--- src/rtl/slave_win_guard.sv ---
module slave_win_guard #(
  parameter int AW         = 32,
  parameter int NARROW_W   = 24,
  parameter int GRAIN_LOG2 = 16,
  parameter int TOP_CODE   = 12
) (
  input  logic          clk,
  input  logic          rst_n,
  input  logic          cyc_stb,
  input  logic          ext_src,
  input  logic          space_a32,
  input  logic          wr,
  input  logic [AW-1:0] addr,
  input  logic [23:0]   win24_base,
  input  logic [5:0]    win24_size_log2,
  input  logic [AW-1:0] win32_base,
  input  logic [5:0]    win32_size_log2,
  input  logic [4:0]    mem_log2,
  input  logic          prot_rw,
  input  logic [3:0]    prot_code,
  output logic          hit,
  output logic [AW-1:0] local_off,
  output logic          ack,
  output logic          berr
);
  localparam int XW = AW + 1;
  localparam logic [5:0] NARROW_CAP = 6'(NARROW_W);
  localparam logic [5:0] WIDE_CAP   = 6'(AW);
  localparam logic [5:0] GRAIN_BASE = 6'(GRAIN_LOG2 - 1);
  localparam logic [5:0] TOP_SHIFT  = 6'(GRAIN_LOG2 - 1 + TOP_CODE);

  logic [AW-1:0] mem_mask, a_eff, base_eff, diff;
  logic [5:0]    szl, pshift;
  logic          borrow, in_win, in_prot, blocked;
  logic [XW-1:0] win_lim, prot_lim;

  assign mem_mask = ~({AW{1'b1}} << mem_log2);

  always_comb begin
    if (space_a32) begin
      a_eff    = addr;
      base_eff = win32_base & ~mem_mask;
      szl      = (win32_size_log2 > WIDE_CAP) ? WIDE_CAP : win32_size_log2;
    end else begin
      a_eff    = {{(AW-NARROW_W){1'b0}}, addr[NARROW_W-1:0]};
      base_eff = {{(AW-NARROW_W){1'b0}}, win24_base} & ~mem_mask;
      szl      = (win24_size_log2 > NARROW_CAP) ? NARROW_CAP : win24_size_log2;
    end
  end

  assign {borrow, diff} = {1'b0, a_eff} - {1'b0, base_eff};
  assign win_lim        = {{(XW-1){1'b0}}, 1'b1} << szl;
  assign in_win         = !borrow && ({1'b0, diff} < win_lim);

  assign pshift   = (prot_code > 4'(TOP_CODE)) ? TOP_SHIFT : GRAIN_BASE + {2'b0, prot_code};
  assign prot_lim = (prot_code == 4'd0) ? '0 : ({{(XW-1){1'b0}}, 1'b1} << pshift);
  assign in_prot  = {1'b0, diff} < prot_lim;
  assign blocked  = ext_src && in_prot && (wr || prot_rw);

  always_ff @(posedge clk) begin
    if (!rst_n) begin
      hit       <= 1'b0;
      ack       <= 1'b0;
      berr      <= 1'b0;
      local_off <= '0;
    end else begin
      hit       <= cyc_stb && in_win;
      ack       <= cyc_stb && in_win && !blocked;
      berr      <= cyc_stb && in_win && blocked;
      local_off <= (cyc_stb && in_win) ? (diff & mem_mask) : '0;
    end
  end

  AST_RESP_EXCL: assert property (@(posedge clk) disable iff (!rst_n)
    !(ack && berr));
  AST_RESP_NEEDS_HIT: assert property (@(posedge clk) disable iff (!rst_n)
    (ack || berr) |-> hit);
  AST_IDLE_QUIET: assert property (@(posedge clk) disable iff (!rst_n)
    !cyc_stb |=> !(hit || ack || berr));
  AST_LOCAL_NO_BERR: assert property (@(posedge clk) disable iff (!rst_n)
    (cyc_stb && !ext_src) |=> !berr);
  AST_NO_PROT_CODE0: assert property (@(posedge clk) disable iff (!rst_n)
    (cyc_stb && prot_code == 4'd0) |=> !berr);
  AST_READ_PASS: assert property (@(posedge clk) disable iff (!rst_n)
    (cyc_stb && !wr && !prot_rw) |=> !berr);
  AST_OFF_IN_MEM: assert property (@(posedge clk) disable iff (!rst_n)
    cyc_stb |=> ((local_off & ~$past(mem_mask)) == '0));
endmodule

--- config.mk ---
export PLATFORM = sky130hd
export DESIGN_NAME = slave_win_guard
export DESIGN_NICKNAME = d
export VERILOG_FILES = /design/src/rtl/slave_win_guard.sv
export SDC_FILE = /design/constraint.sdc
export NUM_CORES = 1
export LEC_CHECK = 0
export ABC_AREA = 1
export BUFFER_PORTS_ARGS = -buffer_cell sky130_fd_sc_hd__buf_2
export CAP_MARGIN = 20
export CORE_MARGIN = 5
export CORE_UTILIZATION = 38
export DETAILED_ROUTE_END_ITERATION = 10
export GPL_TIMING_DRIVEN = 0
export PLACE_DENSITY_LB_ADDON = 0.2
export RECOVER_POWER = 100
export SYNTH_ARGS = -nofsm -noshare
export SYNTH_HDL_FRONTEND = slang
export SYNTH_SLANG_ARGS = --single-unit
--- constraint.sdc ---
create_clock -name clk -period 3.8 [get_ports clk]
set_input_delay 0.19 -clock clk [delete_from_list [all_inputs] [get_ports clk]]
set_output_delay 0.19 -clock clk [all_outputs]
set_load 0.02 [all_outputs]
# Yosys cells after proc, flatten, opt, wreduce, memory -nomap -nowiden
# Index checks and enable logic that the tools add are counted.
dict set report word_totals {
  reg_bits 35
  latchBits 0
  ram_bits 0
  rom_bits 0
  inputBits 116
  output_inout_bits 35
  mem_count 0
}
dict set report classes {
  add_sub_neg 2
  mul 0
  div 0
  order_cmp 5
  n_eq_ne 0
  n_shift 3
  mux 7
  bitwise_logic 5
  n_reduce_logical 11
}
# operator n
set ops {}
lappend ops {{32-bit by 33-bit less-than comparator with 1-bit output} 2}
lappend ops {{32-bit bitwise AND} 2}
lappend ops {{32-bit 2-to-1 mux} 2}
lappend ops {{32-bit inverter} 2}
lappend ops {{33-bit 2-to-1 mux} 1}
lappend ops {{1-bit by 5-bit left shift with 33-bit output (first input constant)} 1}
lappend ops {{1-bit by 6-bit left shift with 33-bit output (first input constant)} 1}
lappend ops {{32-bit by 32-bit subtractor with 33-bit output} 1}
lappend ops {{24-bit by 32-bit bitwise AND with 32-bit output} 1}
lappend ops {{32-bit by 5-bit left shift with 32-bit output (first input constant)} 1}
lappend ops {{6-bit 2-to-1 mux} 3}
lappend ops {{6-bit by 5-bit greater-than comparator with 1-bit output (second input constant)} 1}
lappend ops {{6-bit greater-than comparator (second input constant)} 1}
lappend ops {{1-bit logical AND} 6}
lappend ops {{4-bit by 4-bit adder with 5-bit output (first input constant)} 1}
lappend ops {{5-bit 2-to-1 mux} 1}
lappend ops {{4-bit greater-than comparator (second input constant)} 1}
lappend ops {{4-bit zero test} 1}
lappend ops {{1-bit zero test} 2}
lappend ops {{2-bit AND reduction} 1}
lappend ops {{1-bit logical OR} 1}

# Depth between registers and ports, before layout
# Gate-level depths: netlist of the first run.
dict set report depth {
  depth_word 11
  depth_mapped 38
  mapped_depth_nobuf 35
}

# Worst setup path before layout of the first run
# Ideal clock, no wire load.
dict set report synth_timing {
  path_type {input to register}
  startpoint {input port space_a32}
  endpoint {register local_off[5]}
  arrival_ps 3952
  setup_slack_ps -270
  path_stages 33
  path_buffers 4
  cell_sequence {buf_6 -> clkbuf_1 -> clkbuf_1 -> nand2_1 -> nand2_1 -> nand3_1 -> ha_1 -> a21oi_1 -> nand2_1 -> a21boi_1 -> o21ai_0 -> a21oi_1 -> o21ai_1 -> xor2_1 -> ha_1 -> nand2_1 -> nor4_1 -> nand2_1 -> nor2_1 -> nand2_1 -> nand2_1 -> nand2_1 -> nand2_1 -> nand2_1 -> nand2_1 -> nand2_1 -> nand2_1 -> nand2_1 -> nand2_1 -> nand2_2 -> nand2_4 -> buf_6 -> nor2_2}
}
dict set report synth_via {
  elab_chain_cells 6
}
# element line_no
set synth_lines {}
lappend synth_lines {{start, declared} 11} ;# input logic space_a32,
lappend synth_lines {{32-bit 2-to-1 mux / 6-bit 2-to-1 mux (equally long branches)} 40} ;# if (space_a32) begin
lappend synth_lines {{32-bit by 32-bit subtractor with 33-bit output / 1-bit by 6-bit left shift with 33-bit output (equally long branches)} {51, 52}}
lappend synth_lines {{32-bit by 33-bit less-than comparator with 1-bit output / 1-bit zero test (equally long branches)} 53} ;# assign in_win = !borrow && ({1'b0, diff} < win_lim);
lappend synth_lines {{1-bit logical AND} 53}
lappend synth_lines {{1-bit logical AND} 70} ;# local_off <= (cyc_stb && in_win) ? (diff & mem_mask) : '0;
lappend synth_lines {{2-bit AND reduction (no source line)} --}
lappend synth_lines {{end signal, assigned} 70}
lappend synth_lines {{end, declared} 22} ;# output logic [AW-1:0] local_off,
# Several ways; a longest one is shown, not always the timed one.
# A chain may end at the register's enable or synchronous reset.

# Worst setup path in the final report of the first run
dict set report layout_timing {
  startpoint {input port mem_log2[1]}
  endpoint {register local_off[27]}
}
dict set report layout_via {
  elab_chain_cells 10
}
# element line_no
set layout_lines {}
lappend layout_lines {{start, declared} 18} ;# input logic [4:0] mem_log2,
lappend layout_lines {{32-bit by 5-bit left shift with 32-bit output (*)} 37} ;# assign mem_mask = ~({AW{1'b1}} << mem_log2);
lappend layout_lines {{32-bit inverter (*)} 37}
lappend layout_lines {{32-bit inverter} {42, 46}}
lappend layout_lines {{24-bit by 32-bit bitwise AND with 32-bit output / 32-bit bitwise AND (equally long branches)} {46, 42}}
lappend layout_lines {{32-bit 2-to-1 mux} 40}
lappend layout_lines {{32-bit by 32-bit subtractor with 33-bit output} 51} ;# assign {borrow, diff} = {1'b0, a_eff} - {1'b0, base_eff};
lappend layout_lines {{32-bit by 33-bit less-than comparator with 1-bit output / 1-bit zero test (equally long branches)} 53}
lappend layout_lines {{1-bit logical AND} 53}
lappend layout_lines {{1-bit logical AND} 70}
lappend layout_lines {{2-bit AND reduction (no source line)} --}
# Every way passes the cells marked *; elsewhere a longest branch is shown, timed or not.

==> summary.txt, run 1 <==
Clock tree from TritonCTS - yes
Sequential share of the synthesized area - 12.7%
Critical path type - in -> reg
Total gr overflow - 0
Yosys warning count - 0
CTS Root Cell - clkbuf_16
Hold Crit Start - mem_log2[2]
VDD IR max - 0.000149 V
Final RePlAce weighted congestion - 0.926
Die area - 16600 um^2
Nets - 1342
Cell Pwr Density - 282 nW/um^2
Cts hold-fix bufs - 0
Worst EP arrival - 4.18 ns
Top_reg_cell synth - dfxtp_1
Final setup viols - 34
Largest family of logic cells by synthesized area - simple AND/OR/NAND/NOR gates
Drt via density - 5.04
Share of cells above drive strength 1 - 32.5%
Initial antenna violation count - 0
Placed insts - 1229
Initial DRT Pass Iterations - 5
H-tree depth - 2
Fraction of registers with async set/reset - 0%
Number of global-route vias before repair - 6110
Hold Path Stages - 5
Hold path endpoint - local_off[4]
Post-Synth XOR/XNOR Area - 4.42%
First-pass GRT wire length - 29600 um
Residual DRC count - 0
Count leader, synth - nand2_1
Die Width - 129 um
Count of cell types in the netlist - 45
Post-Synth Adder-Cell Area - 21.6%
Final hold violations - 0
Avg WL per Cell - 15.2 um
Number of max-cap violations - 0
CTS clk-pin slew, worst paths - 0.05 ns
EDFF count, synth - 0
All-layer global routing usage - 22.5%
Core ar. - 13800 um^2
ANT cells - 0
Period utilisation layout - 105%
Finished Cell Area - 7950 um^2
Final wirelength - 20000 um
Yosys top cell area share - 21.3%
Placed Area - 6430 um^2
Final worst hold slack - 0.391 ns
Fin cells - 1315
Failing checks - negative setup slack
Total CTS buffers - 5
Worst min path class - in -> reg
Worst-margin pin slew - 0.556 ns
CP endpoint kind - register
Synth area leader - ha_1
Simple-Gate Fraction of Synth Area - 37.2%
Most frequent cells after synthesis - 293 x nand2_1, 100 x nor2_1, 96 x inv_1
Status - finished with violations
Layout area overhead - 48.4%
Mapped Cells - 888
Max-Slew Margin vs Limit - 62.6%
Max-slew violation count - 0
Sink Count - 34
Initial Util - 38.7%
#FFs+latches synth - 34
Mux share of post-synthesis cell area - 0%
IO Count - 151
Fmax - 252 MHz
Worst-path maximum fanout - 5
CP startpoint kind - input port
Vias - 6634
Die H - 129 um
Final worst slack - -0.173 ns
Worst Setup SP - mem_log2[1]
Minimum clock period - 3.97 ns
RSZ-0062 raised after global routing - true
Cell Rows - 43
Post-synthesis average cell area - 6.03 um^2
Pin count of the biggest net entering global routing - 14
Cell Area, Synth - 5360 um^2
DR iter-0 viols - 544
Maximum buffer depth of the clock tree - 2
ANT nets after route - 0
Number of port buffers - 147
Post-synthesis compound-gate area fraction - 15.0%
WP data required - 4.01 ns
Lkg Pwr - 0.00393 uW
Hpwl dp - 15900 um
Synth top area cells - ha_1 21%, nand2_1 21%, dfxtp_1 13%, nor2_1 7.0%, inv_1 6.7%
==> routing by layer <==
metal	track usage, %	part of all wire (%)	vias to the layer above
met2	35.6	44	279
met1	31.7	45	2949
li1	-	-	3360
met5	0	0	-
met4	6.86	2.5	0
met3	3.03	8.1	46
==> area by class of cell <==
class / count / area (um^2)
plain buffers: 13 / 195
clock buffers: 5 / 125
clock inverters: 3 / 40.0
fillers: 1384 / 5880
inverters: 99 / 385
multi-input cells: 753 / 4930
flip-flops and latches: 34 / 681
well taps: 180 / 225
repair buffers: 228 / 1360
==> critical path: stages <==
cell and delay [ns]:
buf_4 0.15, nor2_4 0.16, nor2_1 0.07, nor2_2 0.25
nand2_2 0.11, ha_4 0.27, a21oi_1 0.13, a21boi_2 0.17
nand3_2 0.11, buf_4 0.15, nand2_1 0.13, nand2_2 0.10
a21boi_4 0.20, o21ai_2 0.09, nand2_1 0.07, nand2_2 0.09
xor2_1 0.32, ha_1 0.31, nand2_1 0.11, o21ai_0 0.09
nor2_1 0.13, o2111ai_2 0.12, nor2_2 0.19, nand2_4 0.11
buf_12 0.14, buf_4 0.14, nor2_2 0.08
==> power breakdown <==
group | switching (uW) | leakage, uW | internal (uW) | total, uW
registers | 2.14 | 0.000274 | 366 | 368
clock network | 132 | 0.0000836 | 306 | 438
logic | 827 | 0.00357 | 608 | 1440
total | 962 | 0.00393 | 1280 | 2240
==> cell usage in the layout, fill, tap and decap left out, types with 7 or more instances in the layout <==
cell,netlist,routed
buf_2,1,111
clkbuf_16,0,8
clkbuf_1,9,37
nand3_1,28,18
ha_1,91,73
buf_4,1,78
a21o_1,9,9
conb_1,2,16
nor3_1,14,13
xor2_1,18,10
nor2_1,100,81
a21oi_1,67,47
inv_1,96,89
nand4_1,8,8
nand2_2,6,24
xnor2_1,9,8
ha_4,0,16
nor2_4,0,10
a21oi_2,2,19
nor2_2,16,25
nand3_2,3,13
inv_2,3,7
o21ai_0,32,25
dfxtp_1,34,34
nand2_1,293,272
==> metrics by stage <==
| stage | setup slack, ns | power (uW) | TNS, ns | utilization, % |
|---|---|---|---|---|
| after CTS | -0.0112 | 2120 | -0.0508 | 54.1 |
| after global routing | -0.439 | 2440 | -13.67 | 57.5 |
| after detailed placement | -0.916 | 1490 | -29.50 | 46.5 |
| final | -0.173 | 2240 | -3.30 | 57.5 |
| after floorplan | 0.000784 | 1180 | 0 | - |
| after global placement | -0.918 | 1480 | -29.83 | 46.5 |
==> repair_timing <==
action	CTS	global route
pin swaps	29	51
endpoints found under the setup margin	34	34
cloned	2	0
setup buffers	44	36
gates resized for setup	102	69
==> worst max path at each step <==
stage	endpoint	slack (ns)
5_1_grt	local_off[5]	-0.44
4_1_cts	local_off[4]	-0.01
3_5_place_dp	local_off[5]	-0.92
2_1_floorplan	local_off[5]	0.0008
3_3_place_gp	local_off[5]	-0.92
6_report	local_off[27]	-0.17
==> flip-flops by register name (all words and copies together) (netlist names) <==
register	cells
hit	1
berr	1
ack	1
local_off	31
==> cell families after synthesis <==
kind of cell,count (synthesis)
xor gates and xnor gates,27
other,2
buffers and inverters,115
and+or+nand+nor,479
DFF,34
adders and majority gates,92
AOI/OAI and AO/OA,139
No activity file was read; power rests on OpenSTA's default activity.
==> run 2: changes to the inputs <==
--- a/config.mk
+++ b/config.mk
@@ -14,6 +14,8 @@
 export GPL_TIMING_DRIVEN = 0
 export PLACE_DENSITY_LB_ADDON = 0.2
 export RECOVER_POWER = 100
+export SETUP_SLACK_MARGIN = 0.2
+export SKIP_LAST_GASP = 1
 export SYNTH_ARGS = -nofsm -noshare
 export SYNTH_HDL_FRONTEND = slang
 export SYNTH_SLANG_ARGS = --single-unit
==> summary.txt, run 2 (synthesis gave the netlist of run 1 again) <==
Cell Pwr Density - 273 nW/um^2 (was 282 nW/um^2)
RSZ-0062 raised after global routing - true (unchanged)
Number of cells on the critical path - 28 (was 27)
ANT cells - 0 (unchanged)
Residual DRC count - 0 (unchanged)
Cell Rows - 43 (unchanged)
Worst min path class - in -> reg (unchanged)
Register area - 681 um^2 (unchanged)
IO Count - 151 (unchanged)
VDD IR max - 0.000149 V (about the same)
All-layer global routing usage - 22.6% (was 22.5%)
Clock tree from TritonCTS - yes (unchanged)
Pin count of the biggest net entering global routing - 13 (was 14)
Total gr overflow - 0 (unchanged)
Die area - 16600 um^2 (unchanged)
Design Power - 2310 uW (was 2240 uW)
Failing checks - negative setup slack (unchanged)
Worst-path maximum fanout - 9 (was 5)
CTS clk-pin slew, worst paths - 0.05 ns (about the same)
ANT nets after route - 0 (unchanged)
Layout area overhead - 57.6% (was 48.4%)
Hold Path Stages - 3 (was 5)
Lkg Pwr - 0.00413 uW (was 0.00393 uW)
Total CTS buffers - 5 (unchanged)
Initial Util - 38.7% (unchanged)
CP startpoint kind - input port (unchanged)
Status - finished with violations (unchanged)
Final setup viols - 34 (unchanged)
CP endpoint kind - register (unchanged)
Multi-input gate area - 5150 um^2 (was 4930 um^2)
Critical path's largest stage delay - 0.30 ns (was 0.32 ns)
Initial antenna violation count - 0 (unchanged)
H-tree depth - 2 (unchanged)
Initial DRT Pass Iterations - 5 (unchanged)
Worst EP arrival - 4.19 ns (was 4.18 ns)
Avg WL per Cell - 15.7 um (was 15.2 um)
Placed Area - 6560 um^2 (was 6430 um^2)
WP data required - 4.02 ns (was 4.01 ns)
Cts hold-fix bufs - 0 (unchanged)
Critical path type - in -> reg (unchanged)
Max reg flops - 31 (unchanged)
Worst-margin pin slew - 0.616 ns (was 0.556 ns)
Sink Count - 34 (unchanged)
Vias - 6827 (was 6634)
Number of global-route vias before repair - 6147 (was 6110)
CTS Root Cell - clkbuf_16 (unchanged)
DR iter-0 viols - 595 (was 544)
Nets - 1364 (was 1342)
Bufs and invs on worst path - 7 (was 4)
Cell family with the largest share of critical-path delay - simple AND/OR/NAND/NOR gates (unchanged)
Final RePlAce weighted congestion - 0.964 (was 0.926)
Number of port buffers - 147 (unchanged)
Share of cells above drive strength 1 - 36.2% (was 32.5%)
Hpwl dp - 15700 um (was 15900 um)
Commonest non-fill, non-tap cell in the layout - nand2_1 (unchanged)
Drt via density - 5.11 (was 5.04)
Final wirelength - 20900 um (was 20000 um)
Max-Slew Margin vs Limit - 58.7% (was 62.6%)
Pre-CTS setup slack - -0.850 ns (was -0.916 ns)
First-pass GRT wire length - 30200 um (was 29600 um)
Setup TNS - -4.46 ns (was -3.30 ns)
Die Width - 129 um (unchanged)
Worst-path cell with the longest stage delay - nor3_2 (was xor2_1)
Finished Cell Area - 8440 um^2 (was 7950 um^2)
Fillers - 1278 (was 1384)
Max-slew violation count - 0 (unchanged)
Most frequent cells in the layout - 264 x nand2_1, 111 x buf_2, 89 x buf_4 (was 272 x nand2_1, 111 x buf_2, 89 x inv_1)
Minimum clock period - 3.97 ns (about the same)
Core ar. - 13800 um^2 (unchanged)
Final hold violations - 0 (unchanged)
Maximum buffer depth of the clock tree - 2 (unchanged)
Fmax - 252 MHz (about the same)
Most flops, register - local_off (unchanged)
Final worst slack - -0.175 ns (was -0.173 ns)
Number of max-cap violations - 0 (unchanged)
Period utilisation layout - 105% (about the same)
Die H - 129 um (unchanged)
run 2: cell count changes in the layout (fill, tap and decap cells not counted), sizes merged:
| cell | change |
|---|---|
| inv | -1 |
| buf | +21 |
| bufinv | -1 |
| clkinvlp | +1 |
| clkbuf | +1 |
| clkinv | +1 |
run 2: what timing repair did:
action	in CTS	in global routing
gates resized for setup	123	80
buffers inserted	66	30
cloned	3	1
pin swaps	64	56
setup endpoints to repair	34	34
hold endpoints to repair	0	0
run 2: metrics by stage:
stage	hold slack, ns	utilization [%]	cells
2_1_floorplan	0.437	-	902
4_1_cts	0.232	56.7	1306
6_report	0.257	61.1	1337
3_5_place_dp	0.513	47.4	1229
5_1_grt	0.266	61.1	1337
3_3_place_gp	0.514	47.4	1229
run 2: routing by layer:
| layer | track usage, % | up-vias | part of all wire [%] | wire length (um) |
|---|---|---|---|---|
| met2 | 36.1 | 320 | 45 | 9390 |
| met5 | 0 | - | 0 | 0 |
| li1 | - | 3405 | - | - |
| met4 | 5.56 | 0 | 2.4 | 501 |
| met3 | 1.99 | 45 | 8.2 | 1720 |
| met1 | 32.9 | 3057 | 45 | 9330 |
run 2: final timing paths:
| check | start | end | slack [ns] |
|---|---|---|---|
| worst min-delay path | mem_log2[4] | local_off[15] | 0.26 |
| worst max-delay path | mem_log2[4] | local_off[29] | -0.17 |
run 2: worst min-delay path, cell delays in order:
cell and delay, ns:
buf_16 0.13, nand2_1 0.13, nor2_4 0.04
run 2: area by class of cell:
class                      count  area share [%]
clock buffer                   5            1.48
buffer                        16            3.17
inverter                      99            4.65
tap                          180            2.67
timing repair buffer         247            18.7
clock inverter                 3           0.252
sequential                    34            8.06
multi-input combinational    753            61.0
run 2: power breakdown:
part | internal (uW) | total [uW] | leakage [uW] | switching [uW]
sequential | 366 | 368 | 0.000274 | 2.17
combinational | 679 | 1560 | 0.00378 | 879
clock | 242 | 381 | 0.0000698 | 139
total | 1290 | 2310 | 0.00413 | 1020
